==> src/rtl/scap_seq_pkg.sv <==
package scap_seq_pkg;
   typedef enum logic [2:0] {
      ST_IDLE  = 3'd0,
      ST_PRE   = 3'd1,
      ST_GAP   = 3'd2,
      ST_MAIN  = 3'd3,
      ST_DONE  = 3'd4,
      ST_WAIT  = 3'd5,
      ST_FAULT = 3'd6
   } seq_state_t;
endpackage

==> src/rtl/scap_temp_derate.sv <==
module scap_temp_derate #(
   parameter int TW = 8,
   parameter int LW = 6
) (
   input  logic [TW-1:0] temp,
   input  logic [TW-1:0] temp_t1,
   input  logic [TW-1:0] temp_t2,
   input  logic [LW-1:0] code_in,
   output logic [LW-1:0] code_out,
   output logic          hot
);
   logic warm;

   always_comb begin
      hot  = (temp > temp_t2);
      warm = (temp > temp_t1) && !hot;
      if (hot)
         code_out = '0;
      else if (warm)
         code_out = code_in >> 1;
      else
         code_out = code_in;
   end
endmodule

==> src/rtl/scap_pre_timer.sv <==
module scap_pre_timer #(
   parameter int CW = 16
) (
   input  logic          clk,
   input  logic          rst_n,
   input  logic          run,
   input  logic [CW-1:0] limit,
   output logic          expired
);
   logic [CW-1:0] cnt;
   logic [CW-1:0] last;

   assign last    = limit - 1'b1;
   assign expired = run && (cnt == last);

   always_ff @(posedge clk or negedge rst_n) begin
      if (!rst_n)
         cnt <= '0;
      else if (run)
         cnt <= cnt + 1'b1;
      else
         cnt <= '0;
   end
endmodule

==> src/rtl/scap_vref_ramp.sv <==
module scap_vref_ramp #(
   parameter int VW = 10
) (
   input  logic          clk,
   input  logic          rst_n,
   input  logic          run,
   input  logic          load,
   input  logic [VW-1:0] start_v,
   input  logic [VW-1:0] vtarget,
   input  logic [VW-1:0] step,
   output logic [VW-1:0] vref
);
   localparam int SW = VW + 1;

   logic [SW-1:0] sum;
   logic [VW-1:0] adv;
   logic [VW-1:0] start_sat;

   always_comb begin
      sum       = {1'b0, vref} + {1'b0, step};
      adv       = (sum > {1'b0, vtarget}) ? vtarget : sum[VW-1:0];
      start_sat = (start_v > vtarget) ? vtarget : start_v;
   end

   always_ff @(posedge clk or negedge rst_n) begin
      if (!rst_n)
         vref <= '0;
      else if (!run)
         vref <= '0;
      else if (load)
         vref <= start_sat;
      else
         vref <= adv;
   end

   assert_ramp_mono_R11: assert property (@(posedge clk) disable iff (!rst_n)
      (run && !load) |=> (vref >= $past(vref)));
endmodule

==> src/rtl/scap_inrush_seq.sv <==
module scap_inrush_seq
   import scap_seq_pkg::*;
#(
   parameter int VW      = 10,
   parameter int TW      = 8,
   parameter int LW      = 6,
   parameter int CW      = 16,
   parameter bit RAMP_EN = 1'b1
) (
   input  logic          clk,
   input  logic          rst_n,
   input  logic          en,
   input  logic          abort,
   input  logic          bus_ok,
   input  logic [VW-1:0] vbank,
   input  logic [TW-1:0] temp,
   input  logic [VW-1:0] vtarget,
   input  logic [VW-1:0] vhand,
   input  logic [VW-1:0] vrecharge,
   input  logic [TW-1:0] temp_t1,
   input  logic [TW-1:0] temp_t2,
   input  logic [LW-1:0] ilim_pre,
   input  logic [LW-1:0] ilim_main,
   input  logic [CW-1:0] pre_timeout,
   input  logic [VW-1:0] ramp_step,
   output logic          pre_gate,
   output logic          main_gate,
   output logic [LW-1:0] ilim_code,
   output logic [VW-1:0] vref,
   output logic [2:0]    status
);
   if (VW < 4 || VW > 16) begin : g_bad_vw
      $error("VW out of range");
   end
   if (TW < 2) begin : g_bad_tw
      $error("TW too small");
   end
   if (LW < 2) begin : g_bad_lw
      $error("LW too small");
   end
   if (CW < 2) begin : g_bad_cw
      $error("CW too small");
   end

   seq_state_t    state, nstate;
   logic          hot, supply_ok, pre_expired;
   logic [LW-1:0] stage_code;
   logic [VW-1:0] eff_start, eff_step;

   scap_temp_derate #(.TW(TW), .LW(LW)) u_derate (
      .temp(temp), .temp_t1(temp_t1), .temp_t2(temp_t2),
      .code_in(stage_code), .code_out(ilim_code), .hot(hot)
   );

   scap_pre_timer #(.CW(CW)) u_timer (
      .clk(clk), .rst_n(rst_n), .run(state == ST_PRE),
      .limit(pre_timeout), .expired(pre_expired)
   );

   if (RAMP_EN) begin : g_ramp
      assign eff_start = vbank;
      assign eff_step  = ramp_step;
   end else begin : g_step
      assign eff_start = vtarget;
      assign eff_step  = '0;
   end

   scap_vref_ramp #(.VW(VW)) u_ramp (
      .clk(clk), .rst_n(rst_n),
      .run(nstate == ST_MAIN),
      .load((state == ST_GAP) && (nstate == ST_MAIN)),
      .start_v(eff_start), .vtarget(vtarget), .step(eff_step),
      .vref(vref)
   );

   assign supply_ok = bus_ok && !hot;

   always_comb begin
      nstate = state;
      if (!en)
         nstate = ST_IDLE;
      else if (state == ST_FAULT)
         nstate = ST_FAULT;
      else if (abort)
         nstate = ST_IDLE;
      else begin
         case (state)
            ST_IDLE, ST_WAIT:
               if (supply_ok) nstate = ST_PRE;
            ST_PRE:
               if (!supply_ok)          nstate = ST_WAIT;
               else if (vbank >= vhand) nstate = ST_GAP;
               else if (pre_expired)    nstate = ST_FAULT;
            ST_GAP:
               if (!supply_ok) nstate = ST_WAIT;
               else            nstate = ST_MAIN;
            ST_MAIN:
               if (!supply_ok)            nstate = ST_WAIT;
               else if (vbank >= vtarget) nstate = ST_DONE;
            ST_DONE:
               if (supply_ok && (vbank < vrecharge)) nstate = ST_PRE;
            default:
               nstate = ST_IDLE;
         endcase
      end
   end

   always_ff @(posedge clk or negedge rst_n) begin
      if (!rst_n)
         state <= ST_IDLE;
      else
         state <= nstate;
   end

   always_comb begin
      pre_gate   = (state == ST_PRE);
      main_gate  = (state == ST_MAIN);
      status     = state;
      stage_code = (state == ST_PRE)  ? ilim_pre  :
                   (state == ST_MAIN) ? ilim_main : '0;
   end

   assert_gate_excl_R3: assert property (@(posedge clk) disable iff (!rst_n)
      !(pre_gate && main_gate));
   assert_gap_before_main_R3: assert property (@(posedge clk) disable iff (!rst_n)
      $rose(main_gate) |-> !$past(pre_gate));
   assert_main_via_pre_R6: assert property (@(posedge clk) disable iff (!rst_n)
      $rose(main_gate) |-> $past(pre_gate, 2));
   assert_hot_opens_R8: assert property (@(posedge clk) disable iff (!rst_n)
      hot |=> (!pre_gate && !main_gate));
   assert_bus_loss_opens_R9: assert property (@(posedge clk) disable iff (!rst_n)
      !bus_ok |=> (!pre_gate && !main_gate));
endmodule

==> config.mk <==
export PLATFORM = sky130hd
export DESIGN_NAME = scap_inrush_seq
export DESIGN_NICKNAME = d
export VERILOG_FILES = /design/src/rtl/scap_seq_pkg.sv /design/src/rtl/scap_temp_derate.sv /design/src/rtl/scap_pre_timer.sv /design/src/rtl/scap_vref_ramp.sv /design/src/rtl/scap_inrush_seq.sv
export SDC_FILE = /design/constraint.sdc
export NUM_CORES = 1
export LEC_CHECK = 0
export ABC_AREA = 1
export CORE_MARGIN = 8
export CORE_UTILIZATION = 30
export DETAILED_ROUTE_END_ITERATION = 8
export DONT_BUFFER_PORTS = 1
export GPL_TIMING_DRIVEN = 0
export PLACE_DENSITY = 0.55
export SYNTH_ARGS = -nofsm -noshare
export SYNTH_HDL_FRONTEND = slang
export SYNTH_SLANG_ARGS = --single-unit
==> constraint.sdc <==
create_clock -name clk -period 3.52 [get_ports clk]
set_input_delay 0.176 -clock clk [delete_from_list [all_inputs] [get_ports clk]]
set_output_delay 0.176 -clock clk [all_outputs]
set_load 0.05 [all_outputs]
Word-level counts from Yosys, hierarchy flattened
Index checks and enable logic that the tools add are counted.
{"block": "classes", "n_addsub": 3, "magnitude_cmp": 7, "n_eq_ne": 8, "mux": 21, "n_reduce_logical": 8}
{"operator": "$mux 10", "n": 4}
{"operator": "$mux 3", "n": 11}
{"operator": "$mux 6", "n": 4}
{"operator": "$ge 10x10->1", "n": 2}
{"operator": "$add 16x1->16 const B", "n": 1}
{"operator": "$eq 16x16->1", "n": 1}
{"operator": "$gt 8x8->1", "n": 2}
{"operator": "$mux 16", "n": 1}
{"operator": "$sub 16x1->16 const B", "n": 1}
{"operator": "$pmux 3 s5", "n": 1}
{"operator": "$add 10x10->11", "n": 1}
{"operator": "$gt 11x10->1", "n": 1}
{"operator": "$gt 10x10->1", "n": 1}
{"operator": "$lt 10x10->1", "n": 1}
{"operator": "$eq 3x2->1 const B", "n": 3}
{"operator": "$eq 3x3->1 const B", "n": 3}
{"operator": "$logic_and 1x1->1", "n": 5}
{"operator": "$eq 3x1->1 const B", "n": 1}
{"operator": "$logic_not 3->1", "n": 1}
{"operator": "$reduce_or 2->1", "n": 1}
{"operator": "$logic_not 1->1", "n": 1}
{"block": "totals", "register_bits": 29, "output_inout_bits": 21}

Depth between registers and ports, before layout
{"block": "depth", "depth_word": 14, "ltp_mapped": 24, "mapped_depth_nobuf": 24}

By module
From an unflattened synthesis, not the netlist that was laid out.
{"block": "unflattened", "cells_unflattened": 769, "hier_area_um2": 4815.9}
{"module": "scap_vref_ramp", "instances": 1, "cells_each": 263, "area_per_inst_um2": 1704.1, "seq_area_each_um2": 250.2}
{"module": "scap_pre_timer", "instances": 1, "cells_each": 213, "area_per_inst_um2": 1388.8, "seq_area_each_um2": 400.4}
{"module": "scap_inrush_seq", "instances": 1, "cells_each": 197, "area_per_inst_um2": 1163.6, "seq_area_each_um2": 75.1}
{"module": "scap_temp_derate", "instances": 1, "cells_each": 96, "area_per_inst_um2": 559.3, "seq_area_each_um2": 0.0}

Worst setup path before layout
No wires, ideal clock.
{"block": "synth_path", "path_kind": "reg-to-reg", "from": "register u_ramp.vref[0]", "to": "register u_ramp.vref[3]", "setup_time_ns": 0.117, "arrival_ns": 3.435, "required_time_ns": 3.403, "setup_slack_ns": -0.033, "stages_incl_launch_ff": 22, "period_less_slack_ns": 3.553, "path_cell_list": "dfrtp_1 ha_1 inv_1 fa_1 inv_1 a21oi_1 o21ai_0 nand2_1 nand2_1 nand2_1 nand2_1 inv_1 ha_1 nand2_1 or4_1 nand2_1 nand2_2 buf_2 o21ai_0 nand2_1 nand2_1 nor2_1"}
{"block": "synth_via", "elab_chain_len": 5}
{"item": "start: declaration", "line_no": "scap_vref_ramp.sv:11", "source": "output logic [VW-1:0] vref"}
{"item": "start signal: assignment", "line_no": "scap_vref_ramp.sv:31", "source": "vref <= start_sat;"}
{"item": "start signal: assignment", "line_no": "scap_vref_ramp.sv:33", "source": "vref <= adv;"}
{"item": "$add 10x10->11 (*)", "line_no": "scap_vref_ramp.sv:20", "source": "sum = {1'b0, vref} + {1'b0, step};"}
{"item": "$gt 11x10->1", "line_no": "scap_vref_ramp.sv:21", "source": "adv = (sum > {1'b0, vtarget}) ? vtarget : sum[VW-1:0];"}
{"item": "$mux 10 (*)", "line_no": "scap_vref_ramp.sv:21"}
{"item": "$mux 10 (*)", "line_no": "scap_vref_ramp.sv:30", "source": "else if (load)"}
{"item": "$mux 10 (*)", "line_no": "scap_vref_ramp.sv:28", "source": "else if (!run)"}
Mark *: on every way between the ends. The rest lies on a longest branch, timed or not.

Worst setup path in the final report
{"block": "layout_path", "from": "register u_ramp.vref[2]", "to": "register u_ramp.vref[9]"}
Same word-level chain as after synthesis.

==> impl_metrics.toml <==
[synth]
syn_avg_cell_area_sq_um = 6.46
ys_types = 41
syn_inst = 660
ys_seq_elements = 29
synthFlopType = "dfrtp_1"
syn_nets = 835
synth-edff-count = 0
ys_seq_area_share_pct = 17.0
synth-async-reset-ratio_pct = 100
yosys_warnings = 0
netlist_area_sq_mm = 0.00426

[power_and_ir_drop]
design_power_total_uw = 1230
p_sw_uw = 363
p_sw_share_pct = 29.5
ir_drop_v = 0.000167
p_int_uw = 870
clkPwrFrac_pct = 45.1
seqPwrFrac_pct = 27.7
p_leak_uw = 0.00246
power_frac_comb_pct = 27.2
p_per_area_mw_per_mm2 = 248

[outcome]
status = "completed"

[place]
numPortBuffers = 0
dp.cells = 840
gp_congestion = 0.832
dp.final_hpwl_um = 10300

[floorplanning]
num_rows = 43
io_pins = 128
core_sq_mm = 0.0139
die_x_um = 135
start_util_pct = 30.7
die_y_um = 135
die-area_sq_mm = 0.0183

[global_routing]
grt_pass1_vias = 3842
grt_first_pass_wirelength_um = 18900
grt_max_degree = 30
grt.overflow.total = 0
antenna_found_initial = 0
grt_use_total_pct = 12.7

[route]
routedWlPerCell_um = 14.3
vias = 4078
vias_per_cell = 4.75
drt_wl_total_um = 12300
drt-initial-drc-count = 164
ant_nets = 0
drtPass1Iterations = 4
drc = 0

[sta]
report.final.hold_viol_count = 0
finalSetupViolCount = 0
period_needed_ps = 3340
tns_ps = 0
skew_ps = 8.10
fmax_mhz = 299
worst_pin_slew_ps = 1090
period_share_pct = 94.9
slew_headroom_pct = 28.4
finalMaxSlewViolations = 0

[min_path]
hold_depth = 2
holdCritStartpoint = "vtarget[0]"
hold_path_class = "input pin to register"
hold_end = "u_ramp.vref[0]"

[layout]
fin_cells = 859
drive_gt1_share_pct = 11.5
n_antenna_cell = 0
area_growth_pct = 16.8
post-route-util_pct = 35.8
fin_nets = 853

[job]
max_cap_violations = 0

[critical_path]
r2r_slack_ps = 180
timing.rr.start = "u_ramp.vref[2]"
crit_path_start_kind = "register"
cp_max_fo = 7
crit_start = "u_ramp.vref[2]"
rr_worst_depth = 20
worstPathRequired_ps = 3690
end_kind = "register"
crit_chain = "ha_4 -> buf_4 -> inv_1 -> nor3_2 -> a21oi_2 -> o21ai_1 -> nand2_1 -> nand2_1 -> nand2_1 -> nand2_1 -> inv_1 -> ha_1 -> nand2_1 -> or4_4 -> nand2_4 -> nand2_4 -> buf_6 -> a21oi_1 -> o21a_1 -> nor2_1"
cpPeakStageDelay_ps = 520
worstPathArrival_ps = 3510
worst_path_max_delay_cell = "dfrtp_2"
timing.rr.end = "u_ramp.vref[9]"
crit_type = "register to register"
cp_common_cell = "nand2_1"

[clock_network]
clock-sinks = 29
cts_tree = "yes"
cts-root-buf = "clkbuf_16"
clkLatencyLatePin_ps = 280
cts.reportedPaths.clkPinSlew_ps = 50
cts_buffers = 5
htree_levels = 2
clock_path_buffers = 2
-- critical path: cells and delay by family (launching register included) --
family	cells	cell delay (ps)
buffers and inverters	4	400
adders and majority gates	2	590
AOI/OAI and AO/OA	4	510
DFF	1	520
and+or+nand+nor	10	1220
-- synth_stat cells (all sizes together), types with 2 or more instances --
master / number / area share, %
nor3: 12 / 1.8
clkinv: 2 / 0.18
nand2: 152 / 14
inv: 115 / 10
a22oi: 6 / 1.1
nor2: 87 / 8.5
clkbuf: 4 / 0.38
a21oi: 46 / 5.6
a21o: 4 / 0.70
o2111ai: 2 / 0.41
dfrtp: 29 / 17
ha: 67 / 20
o22ai: 5 / 0.73
nand4: 7 / 1.0
buf: 3 / 0.32
o21ai: 28 / 3.3
o21a: 3 / 0.53
a211oi: 5 / 0.88
o31ai: 2 / 0.35
nand3b: 3 / 0.53
xnor2: 9 / 1.8
a31oi: 6 / 0.88
o211ai: 11 / 1.9
nand3: 31 / 3.9
xor2: 15 / 3.1
-- area by class of cell --
class / count / area [sq um]
fill: 1513 / 8900
sequential: 29 / 737
clock buffer: 5 / 125
clock inverter: 3 / 65.1
tap: 180 / 225
buffer: 7 / 36.3
multi-input combinational: 507 / 3250
inverter: 117 / 439
timing repair buffer: 11 / 95.1
-- registers in the layout, summed over array words and instances (netlist names) --
register / cells
u_timer.cnt: 16
u_ramp.vref: 10
status: 3
-- cells in the final DEF (no fill, tap or decap), types with 3 or more instances in the layout --
cell,Yosys,final
nand2_2,5,5
ha_1,67,58
nand3_1,29,29
nand4_1,7,7
a21oi_2,2,6
nor3_1,9,7
clkbuf_1,3,3
nor3_2,3,5
nor2_2,8,9
buf_4,0,8
o21ai_0,27,23
o21a_1,3,3
o22ai_1,5,5
a21o_1,4,4
nor2_1,77,76
xnor2_1,9,9
a22oi_1,6,6
dfrtp_2,0,9
o211ai_1,11,11
clkbuf_16,0,5
o21ai_1,1,4
dfrtp_1,29,20
nand2_4,2,4
nand2_1,145,143
xor2_1,15,14
a21oi_1,44,40
a211oi_1,5,5
a31oi_1,6,6
ha_4,0,9
inv_1,115,114
nand3b_1,3,3
-- stage by stage --
step	setup slack, ps	hold slack, ps	cell area [sq um]
finish	179	68.8	4980
global route	-33.6	96.6	4980
CTS	31.5	67.5	4840
detailed placement	-298	-119	4490
global placement	-318	-119	4490
floorplan	101	-120	4260
-- power groups by stage --
| stage | Combinational [uW] | Clock, uW | Sequential, uW |
|---|---|---|---|
| finish | 336 | 557 | 342 |
| global route | 391 | 585 | 342 |
| CTS | 324 | 569 | 342 |
| detailed placement | 302 | 0 | 347 |
| global placement | 300 | 0 | 347 |
| floorplan | 247 | 0 | 346 |
-- per-layer routing --
layer	GRT usage (%)	wire length (um)
met4	4.01	146
met3	3.12	709
met2	20.7	5800
met5	0	0
met1	16.2	5640
-- what timing repair did --
item                                    CTS  global route
hold buffers                              2             0
hold endpoints to repair                 29             0
endpoints found under the setup margin   10            10
resized for setup                        19            23
cloned                                    0             1
buffers inserted                          5             3
pin swaps                                 3            11
-- cells by family (layout without fill, tap and decap cells) --
group | count (synthesis) | in the layout | share of synthesized area [%]
buffers and inverters | 124 | 143 | 11.0
AO/OA/AOI/OAI | 119 | 119 | 16.5
XOR/XNOR | 24 | 24 | 4.93
AND/OR/NAND/NOR | 296 | 296 | 30.4
adder cells (fa/ha/maj) | 68 | 68 | 20.1
flip-flops | 29 | 29 | 17.0
-- worst max path at each step --
| stage | end | cells after the start |
|---|---|---|
| 6_report | u_ramp.vref[9] | 20 |
| 5_1_grt | u_ramp.vref[9] | 20 |
| 4_1_cts | u_ramp.vref[3] | 20 |
| 3_5_place_dp | u_ramp.vref[3] | 20 |
| 3_3_place_gp | u_ramp.vref[3] | 17 |
| 2_1_floorplan | u_ramp.vref[3] | 20 |
No activity file was read; power rests on OpenSTA's default activity.
